==> src/rtl/omega_pkg.sv <==
package omega_pkg;

    // Setting of one 2x2 switching cell
    typedef enum logic {
        XS_STRAIGHT = 1'b0,
        XS_CROSSED  = 1'b1
    } xs_state_e;

    // Lane index after the inter-rank wiring: rotate left by one bit
    function automatic int unsigned lane_rotl(input int unsigned idx, input int unsigned bits);
        int unsigned mask;
        mask = (32'd1 << bits) - 32'd1;
        return ((idx << 1) | (idx >> (bits - 1))) & mask;
    endfunction

endpackage

==> src/rtl/omega_xchg.sv <==
module omega_xchg
    import omega_pkg::*;
#(
    parameter int ADDR_W  = 3,
    parameter int DATA_W  = 16,
    parameter int BIT_SEL = 2
) (
    input  logic              top_vld,
    input  logic [ADDR_W-1:0] top_dst,
    input  logic [DATA_W-1:0] top_dat,
    input  logic              bot_vld,
    input  logic [ADDR_W-1:0] bot_dst,
    input  logic [DATA_W-1:0] bot_dat,
    output logic              up_vld,
    output logic [ADDR_W-1:0] up_dst,
    output logic [DATA_W-1:0] up_dat,
    output logic              lo_vld,
    output logic [ADDR_W-1:0] lo_dst,
    output logic [DATA_W-1:0] lo_dat,
    output logic              clash
);

    logic      top_wants_lo, bot_wants_lo;
    logic      top_to_up, bot_to_up, top_to_lo, bot_to_lo;
    xs_state_e sw;

    always_comb begin
        top_wants_lo = top_dst[BIT_SEL];
        bot_wants_lo = bot_dst[BIT_SEL];
        // upper input holds priority on either output
        top_to_up = top_vld & ~top_wants_lo;
        top_to_lo = top_vld &  top_wants_lo;
        bot_to_up = bot_vld & ~bot_wants_lo & ~top_to_up;
        bot_to_lo = bot_vld &  bot_wants_lo & ~top_to_lo;
        clash     = top_vld & bot_vld & (top_wants_lo == bot_wants_lo);
        sw        = (top_to_lo | bot_to_up) ? XS_CROSSED : XS_STRAIGHT;

        if (sw == XS_STRAIGHT) begin
            up_vld = top_to_up;
            up_dst = top_to_up ? top_dst : '0;
            up_dat = top_to_up ? top_dat : '0;
            lo_vld = bot_to_lo;
            lo_dst = bot_to_lo ? bot_dst : '0;
            lo_dat = bot_to_lo ? bot_dat : '0;
        end else begin
            up_vld = bot_to_up;
            up_dst = bot_to_up ? bot_dst : '0;
            up_dat = bot_to_up ? bot_dat : '0;
            lo_vld = top_to_lo;
            lo_dst = top_to_lo ? top_dst : '0;
            lo_dat = top_to_lo ? top_dat : '0;
        end
    end

endmodule

==> src/rtl/omega_stage.sv <==
module omega_stage
    import omega_pkg::*;
#(
    parameter int N_PORTS   = 8,
    parameter int ADDR_W    = 3,
    parameter int DATA_W    = 16,
    parameter int STAGE_IDX = 0
) (
    input  logic                       clk,
    input  logic                       rst_n,
    input  logic [N_PORTS-1:0]         in_vld,
    input  logic [N_PORTS*ADDR_W-1:0]  in_dst,
    input  logic [N_PORTS*DATA_W-1:0]  in_dat,
    output logic [N_PORTS-1:0]         out_vld,
    output logic [N_PORTS*ADDR_W-1:0]  out_dst,
    output logic [N_PORTS*DATA_W-1:0]  out_dat,
    output logic                       clash_o
);

    localparam int CELLS   = N_PORTS / 2;
    localparam int BIT_SEL = ADDR_W - 1 - STAGE_IDX;

    typedef struct packed {
        logic [N_PORTS-1:0]        vld;
        logic [N_PORTS*ADDR_W-1:0] dst;
        logic [N_PORTS*DATA_W-1:0] dat;
        logic [CELLS-1:0]          clash;
    } rank_t;

    rank_t st_d, st_q;

    logic [N_PORTS-1:0]        sh_vld, el_vld;
    logic [N_PORTS*ADDR_W-1:0] sh_dst, el_dst;
    logic [N_PORTS*DATA_W-1:0] sh_dat, el_dat;
    logic [CELLS-1:0]          el_clash;

    // inter-rank wiring
    for (genvar q = 0; q < N_PORTS; q++) begin : g_wire
        localparam int unsigned P = lane_rotl(q, ADDR_W);
        assign sh_vld[P]                   = in_vld[q];
        assign sh_dst[P*ADDR_W +: ADDR_W]  = in_dst[q*ADDR_W +: ADDR_W];
        assign sh_dat[P*DATA_W +: DATA_W]  = in_dat[q*DATA_W +: DATA_W];
    end

    for (genvar e = 0; e < CELLS; e++) begin : g_cell
        omega_xchg #(
            .ADDR_W (ADDR_W),
            .DATA_W (DATA_W),
            .BIT_SEL(BIT_SEL)
        ) i_xchg (
            .top_vld(sh_vld[2*e]),
            .top_dst(sh_dst[(2*e)*ADDR_W +: ADDR_W]),
            .top_dat(sh_dat[(2*e)*DATA_W +: DATA_W]),
            .bot_vld(sh_vld[2*e+1]),
            .bot_dst(sh_dst[(2*e+1)*ADDR_W +: ADDR_W]),
            .bot_dat(sh_dat[(2*e+1)*DATA_W +: DATA_W]),
            .up_vld (el_vld[2*e]),
            .up_dst (el_dst[(2*e)*ADDR_W +: ADDR_W]),
            .up_dat (el_dat[(2*e)*DATA_W +: DATA_W]),
            .lo_vld (el_vld[2*e+1]),
            .lo_dst (el_dst[(2*e+1)*ADDR_W +: ADDR_W]),
            .lo_dat (el_dat[(2*e+1)*DATA_W +: DATA_W]),
            .clash  (el_clash[e])
        );
    end

    always_comb begin
        st_d       = st_q;
        st_d.vld   = el_vld;
        st_d.dst   = el_dst;
        st_d.dat   = el_dat;
        st_d.clash = el_clash;
    end

    always_ff @(posedge clk or negedge rst_n) begin
        if (!rst_n) st_q <= '0;
        else        st_q <= st_d;
    end

    assign out_vld = st_q.vld;
    assign out_dst = st_q.dst;
    assign out_dat = st_q.dat;
    assign clash_o = |st_q.clash;

    // words are neither created nor duplicated in this rank
    p_conserve_r7: assert property (@(posedge clk) disable iff (!rst_n)
        ($countones(st_q.vld) + $countones(st_q.clash)) == $past($countones(in_vld)));

    for (genvar e = 0; e < CELLS; e++) begin : g_chk
        // a clash leaves exactly one survivor on the cell's two outputs
        p_clash_survivor_r5: assert property (@(posedge clk) disable iff (!rst_n)
            st_q.clash[e] |-> ($countones(st_q.vld[2*e+1 -: 2]) == 1));
    end

endmodule

==> src/rtl/omega_fabric.sv <==
module omega_fabric
    import omega_pkg::*;
#(
    parameter int N_PORTS = 8,
    parameter int DATA_W  = 16,
    parameter int ADDR_W  = $clog2(N_PORTS),
    parameter int STAGES  = ADDR_W
) (
    input  logic                       clk,
    input  logic                       rst_n,
    input  logic [N_PORTS-1:0]         in_valid,
    input  logic [N_PORTS*ADDR_W-1:0]  in_dest,
    input  logic [N_PORTS*DATA_W-1:0]  in_data,
    output logic [N_PORTS-1:0]         out_valid,
    output logic [N_PORTS*DATA_W-1:0]  out_data,
    output logic [STAGES-1:0]          conflict
);

    logic [N_PORTS-1:0]        vld_w [0:STAGES];
    logic [N_PORTS*ADDR_W-1:0] dst_w [0:STAGES];
    logic [N_PORTS*DATA_W-1:0] dat_w [0:STAGES];

    assign vld_w[0] = in_valid;
    assign dst_w[0] = in_dest;
    assign dat_w[0] = in_data;

    for (genvar s = 0; s < STAGES; s++) begin : g_rank
        omega_stage #(
            .N_PORTS  (N_PORTS),
            .ADDR_W   (ADDR_W),
            .DATA_W   (DATA_W),
            .STAGE_IDX(s)
        ) i_stage (
            .clk    (clk),
            .rst_n  (rst_n),
            .in_vld (vld_w[s]),
            .in_dst (dst_w[s]),
            .in_dat (dat_w[s]),
            .out_vld(vld_w[s+1]),
            .out_dst(dst_w[s+1]),
            .out_dat(dat_w[s+1]),
            .clash_o(conflict[s])
        );
    end

    assign out_valid = vld_w[STAGES];
    assign out_data  = dat_w[STAGES];

    for (genvar p = 0; p < N_PORTS; p++) begin : g_port_chk
        // a delivered word sits on the port it addressed
        p_route_r3: assert property (@(posedge clk) disable iff (!rst_n)
            out_valid[p] |-> (dst_w[STAGES][p*ADDR_W +: ADDR_W] == ADDR_W'(p)));
        // an idle output carries zero data
        p_idle_zero_r4: assert property (@(posedge clk) disable iff (!rst_n)
            !out_valid[p] |-> (out_data[p*DATA_W +: DATA_W] == '0));
    end

endmodule

==> config.mk <==
export PLATFORM = sky130hd
export DESIGN_NAME = omega_fabric
export DESIGN_NICKNAME = d
export VERILOG_FILES = /design/src/rtl/omega_pkg.sv /design/src/rtl/omega_xchg.sv /design/src/rtl/omega_stage.sv /design/src/rtl/omega_fabric.sv
export SDC_FILE = /design/constraint.sdc
export NUM_CORES = 1
export LEC_CHECK = 0
export ABC_AREA = 1
export BUFFER_PORTS_ARGS = -buffer_cell sky130_fd_sc_hd__buf_2
export CORE_MARGIN = 4
export CORE_UTILIZATION = 55
export CTS_BUF_LIST = sky130_fd_sc_hd__clkbuf_4 sky130_fd_sc_hd__clkbuf_8 sky130_fd_sc_hd__clkbuf_16
export CTS_CLUSTER_SIZE = 28
export DETAILED_ROUTE_END_ITERATION = 16
export PLACE_DENSITY = 0.78
export SYNTH_ARGS = -nofsm -noshare
export SYNTH_HDL_FRONTEND = slang
export SYNTH_SLANG_ARGS = --single-unit
==> constraint.sdc <==
create_clock -name clk -period 2.3 [get_ports clk]
set_clock_uncertainty 0.1 [all_clocks]
set_input_delay 0.46 -clock clk [delete_from_list [all_inputs] [get_ports clk]]
set_output_delay 0.46 -clock clk [all_outputs]
set_load 0.03 [all_outputs]
[After elaboration in Yosys (flattened, before gate mapping)]
Cells that the tools add are included.
Cells by class
  reduce and logical (&&, ||, !) cells: 3
  bitwise operators: 156
  eq/ne operators: 12
  multiplexer cells: 156
Operator list (count)
  2-to-1 mux 16 bit: 72
  2-to-1 mux 3 bit: 45
  bitwise AND 1 bit: 96
  inverter 1 bit: 48
  2-to-1 mux 1 bit: 39
  == test 1 bit: 12
  bitwise OR 1 bit: 12
  OR reduction 4 bit: 3
Word-level totals
  bits of input ports: 162
  output and inout port bits: 139
  bits in registers: 466

[Depth between registers and ports, before layout]
  depth in word-level cells: 7
  gate-level depth with buffers: 6
  gate-level depth less buffers: 5

[By module]
From an unflattened synthesis, not the netlist that was laid out.
Second synthesis, totals
  cells, all modules: 2613
  area total of the unflattened synthesis: 24041.8 µm²
By module, submodules not included
  omega_stage: cells an instance 327, times used 3, area each 5316.3 µm²
  omega_xchg: cells an instance 136, times used 12, area each 674.4 µm²

[Least setup slack after synthesis]
OpenSTA, ideal clock, no wires.
  path kind: reg-to-output
  start: reg g_rank[0].i_stage.st_q[3] (netlist bit)
  end: out conflict[0]
  data arrival time: 0.631 ns
  path slack: 1.109 ns
  required time: 1.740 ns
  cell stages (with the launch flop): 4
  cell sequence: dfrtp_1 -> nor2_1 -> nand2_1 -> buf_4
On the way
  cells in the longest elaborated chain, start to end: 1
RTL lines
  start: declaration: line omega_stage.sv:30  | rank_t st_d, st_q;
  start signal: assignment: line omega_stage.sv:77  | else st_q <= st_d;
  OR reduction 4 bit: line omega_stage.sv:83  | assign clash_o = |st_q.clash;
  end: declaration: line omega_fabric.sv:16  | output logic [STAGES-1:0] conflict
No other way between the ends.

[Final worst setup path]
  start: reg g_rank[1].i_stage.st_q[1] (netlist bit)
  end: out conflict[1]
On the way
  cells in the longest elaborated chain, start to end: 1
RTL lines (line)
  start: declaration: omega_stage.sv:30
  start signal: assignment: omega_stage.sv:77
  OR reduction 4 bit: omega_stage.sv:83
No other way between the ends.

==> summary.txt <==
STA
  • Slew Viols, Final: 0
  • Final setup fails: 0
  • Worst slew pin tran: 0.580 ns
  • Crit path time final: 2.07 ns
  • Highest clock rate: 484 MHz
  • Rel. slew slack: 61.3%
  • RSZ-0062 raised after global routing: false
  • Setup TNS: 0 ns
  • Fin crit share: 89.9%
  • Final hold violations: 0

Power
  • Leak: 12.4 nW
  • Power Total: 18.0 mW
  • Sequential fraction of design power: 47.6%
  • Net Switching: 4.70 mW
  • Internal Power: 13.3 mW
  • Combinational power share: 10.0%
  • Clock share of power: 42.4%
  • PD cells: 839 nW/µm²
  • Switching part of the total: 26.1%
  • VDD IR max: 472 µV

Synthesis
  • Seq/Total Area, Yosys: 57.2%
  • Main combinational cell family by area after synthesis: simple AND/OR/NAND/NOR gates
  • Synthesized-area fraction occupied by adder cells: 0%
  • Most numerous cell in the Yosys netlist: nand2_1
  • XOR/XNOR share of the synthesized area: 0%
  • Syn avg cell area: 9.35 µm²
  • Top cell type's share of synthesized area: 57.2%
  • Predominant post-synthesis flop cell: dfrtp_1
  • Warnings from Yosys: 0
  • Synth Register Bits: 444
  • Mapped Cells: 2078
  • Post-synthesis async set-or-reset flop share: 100%
  • Synth Area in Compound Gates: 0.876%
  • Number of flops mapped to enable cells by yosys: 0
  • Mux contribution to synthesized area: 0%
  • Post-Syn Area: 19400 µm²
  • Post-synth top cells: 830 x nand2_1, 444 x dfrtp_1, 358 x nand3_1
  • Synth Net Count: 2240
  • Post-Synth Simple-Gate Area: 30.6%
  • Synth area leaders: dfrtp_1 57%, nand2_1 16%, nand3_1 9.2%
  • Leading area contributor after synthesis: dfrtp_1
  • Unique cell type count in the Yosys netlist: 20

Critical path
  • Critical Path RT: 1.74 ns
  • Setup CP Type: flip-flop to primary output
  • CP Data Arrival Time: 1.51 ns
  • Crit path launch type: flip-flop
  • Flop-to-flop setup slack: 0.86 ns
  • Worst setup EP type: primary output
  • CP Max Fanout: 1

Clock tree
  • CTS Buf Count: 45
  • Clock buffer depth: 3
  • TritonCTS Sinks: 444
  • CTS tree: done
  • Post-CTS Repair Setup Buffers: 0
  • Clock Latency Late Sink: 0.56 ns
  • H-tree Lvls: 2
  • Cts hold-fix bufs: 1
  • Post_cts resized: 0
  • Clk pin slew, worst setup/hold paths: 0.06 ns
  • Root buffer cell: clkbuf_16

Drt
  • Wire per inst: 21.6 µm
  • Avg Vias per Cell: 5.59
  • 1st-pass router iterations: 6
  • Initial DRC count: 1574
  • DRC viols: 0
  • Vias: 15.2k
  • DRT Wirelength: 58500 µm
  • Antenna viol nets, final: 0

Placed design
  • I/O Buffers: 300
  • Cell Area, Placed: 19900 µm²
  • Final Wtd Congestion: 1.01
  • HPWL Detailed: 43900 µm

Global routing
  • All-layer global routing usage: 30.2%
  • Pin count of the biggest net entering global routing: 69
  • Vias in the first global route: 14.9k
  • Antenna violations before repair: 7
  • Overflow after GRT: 0
  • First-pass GRT wire length: 88900 µm

Status
  • Status: completed

Run
  • Max-cap violation count: 0

Finish
  • Finished Cell Area: 21500 µm²
  • Layout cells sized above 1: 24.5%
  • Area growth syn-to-layout: 10.6%
  • Nets@finish: 2390
  • N_diodes: 0

Die
  • Core area: 34700 µm²
  • Die Y: 196 µm
  • Core Rows: 68
  • Total die area: 38400 µm²
  • Initial Utilization: 55.9%
  • Die width: 196 µm
  • IO Pins: 301

Hold path
  • Worst Hold Class: input pin to flip-flop
-- power groups by stage --
stage,clock (mW),sequential (mW),combinational [mW]
4_1_cts,7.74,8.57,1.80
6_report,7.64,8.58,1.81
2_1_floorplan,0,8.53,1.23
3_3_place_gp,0,8.70,1.75
5_1_grt,8.07,8.60,1.97
3_5_place_dp,0,8.70,1.79
-- area by class of cell --
cell class / count / area (µm²)
Tap cell: 455 / 569
Clock buffer: 63 / 1310
Timing Repair Buffer: 322 / 1780
Fill cell: 2830 / 13200
Sequential cell: 444 / 11100
Inverter: 72 / 348
Multi-Input combinational cell: 1343 / 6120
Clock inverter: 16 / 245
-- path summary, 6_finish.rpt --
| path | startpoint | end | cells after the start |
|---|---|---|---|
| worst max-delay path | g_rank[1].i_stage.st_q[1] | conflict[1] | 3 |
| worst min-delay path | in_data[51] | g_rank[0].i_stage.out_dat[99] | 3 |
| worst max register to register | g_rank[0].i_stage.out_dst[16] | g_rank[1].i_stage.out_dat[59] | 4 |
| worst min register to register | g_rank[0].i_stage.out_dat[0] | g_rank[1].i_stage.out_dat[0] | 2 |
| max in group asynchronous | rst_n | g_rank[0].i_stage.out_dat[50] | 3 |
| min in group asynchronous | rst_n | g_rank[1].i_stage.out_dat[39] | 2 |
-- placed cells by master (no fill, tap or decap), types with 15 or more instances in the layout --
cell type  synthesis  final
nand2_1          830    830
dfrtp_1          444    444
nand3_1          358    358
buf_2             14    299
nand3_2           50     50
clkbuf_16          0     45
o21ai_0           34     34
nand2_2           25     25
inv_2             23     23
inv_1             21     21
nor2_1            18     18
nand2_4           16     16
clkinv_2          10     15
-- worst max-delay path, stage by stage, from the launching register on --
cell     delay [ns]
dfrtp_1        0.37
nor2_1         0.17
nand2_1        0.18
buf_2          0.23
-- stage by stage --
| stage | setup slack, ns | util, % | hold slack [ns] | std cells |
|---|---|---|---|---|
| floorplan | 1.11 | - | 0.0644 | 2078 |
| global placement | 0.640 | 57.4 | 0.354 | 2635 |
| detailed placement | 0.576 | 57.4 | 0.350 | 2635 |
| CTS | 0.208 | 61.9 | 0.0101 | 2715 |
| global route | 0.180 | 61.9 | 0.0287 | 2715 |
| finish | 0.232 | 61.9 | 0.0242 | 2715 |
-- per-layer routing --
metal	wire (µm)	global-route usage (%)	part of all wire [%]
met5	84	0	0.14
met1	23600	42.6	40
met4	2170	10.1	3.7
met2	26600	46.6	45
met3	6040	7.40	10
-- flip-flops by register name, summed over array words and instances (netlist names) --
name / cells
g_rank.i_stage.out_dst: 24
g_rank.i_stage.st_q: 12
g_rank.i_stage.out_dat: 384
g_rank.i_stage.out_vld: 24
-- cells by family (layout without fill, tap and decap cells) --
group,Yosys count,after routing
buffers and inverters,291,473
AOI/OAI and AO/OA,34,34
and+or+nand+nor,1309,1309
DFF,444,444
Note: power is estimated with default switching activity, not from simulation.
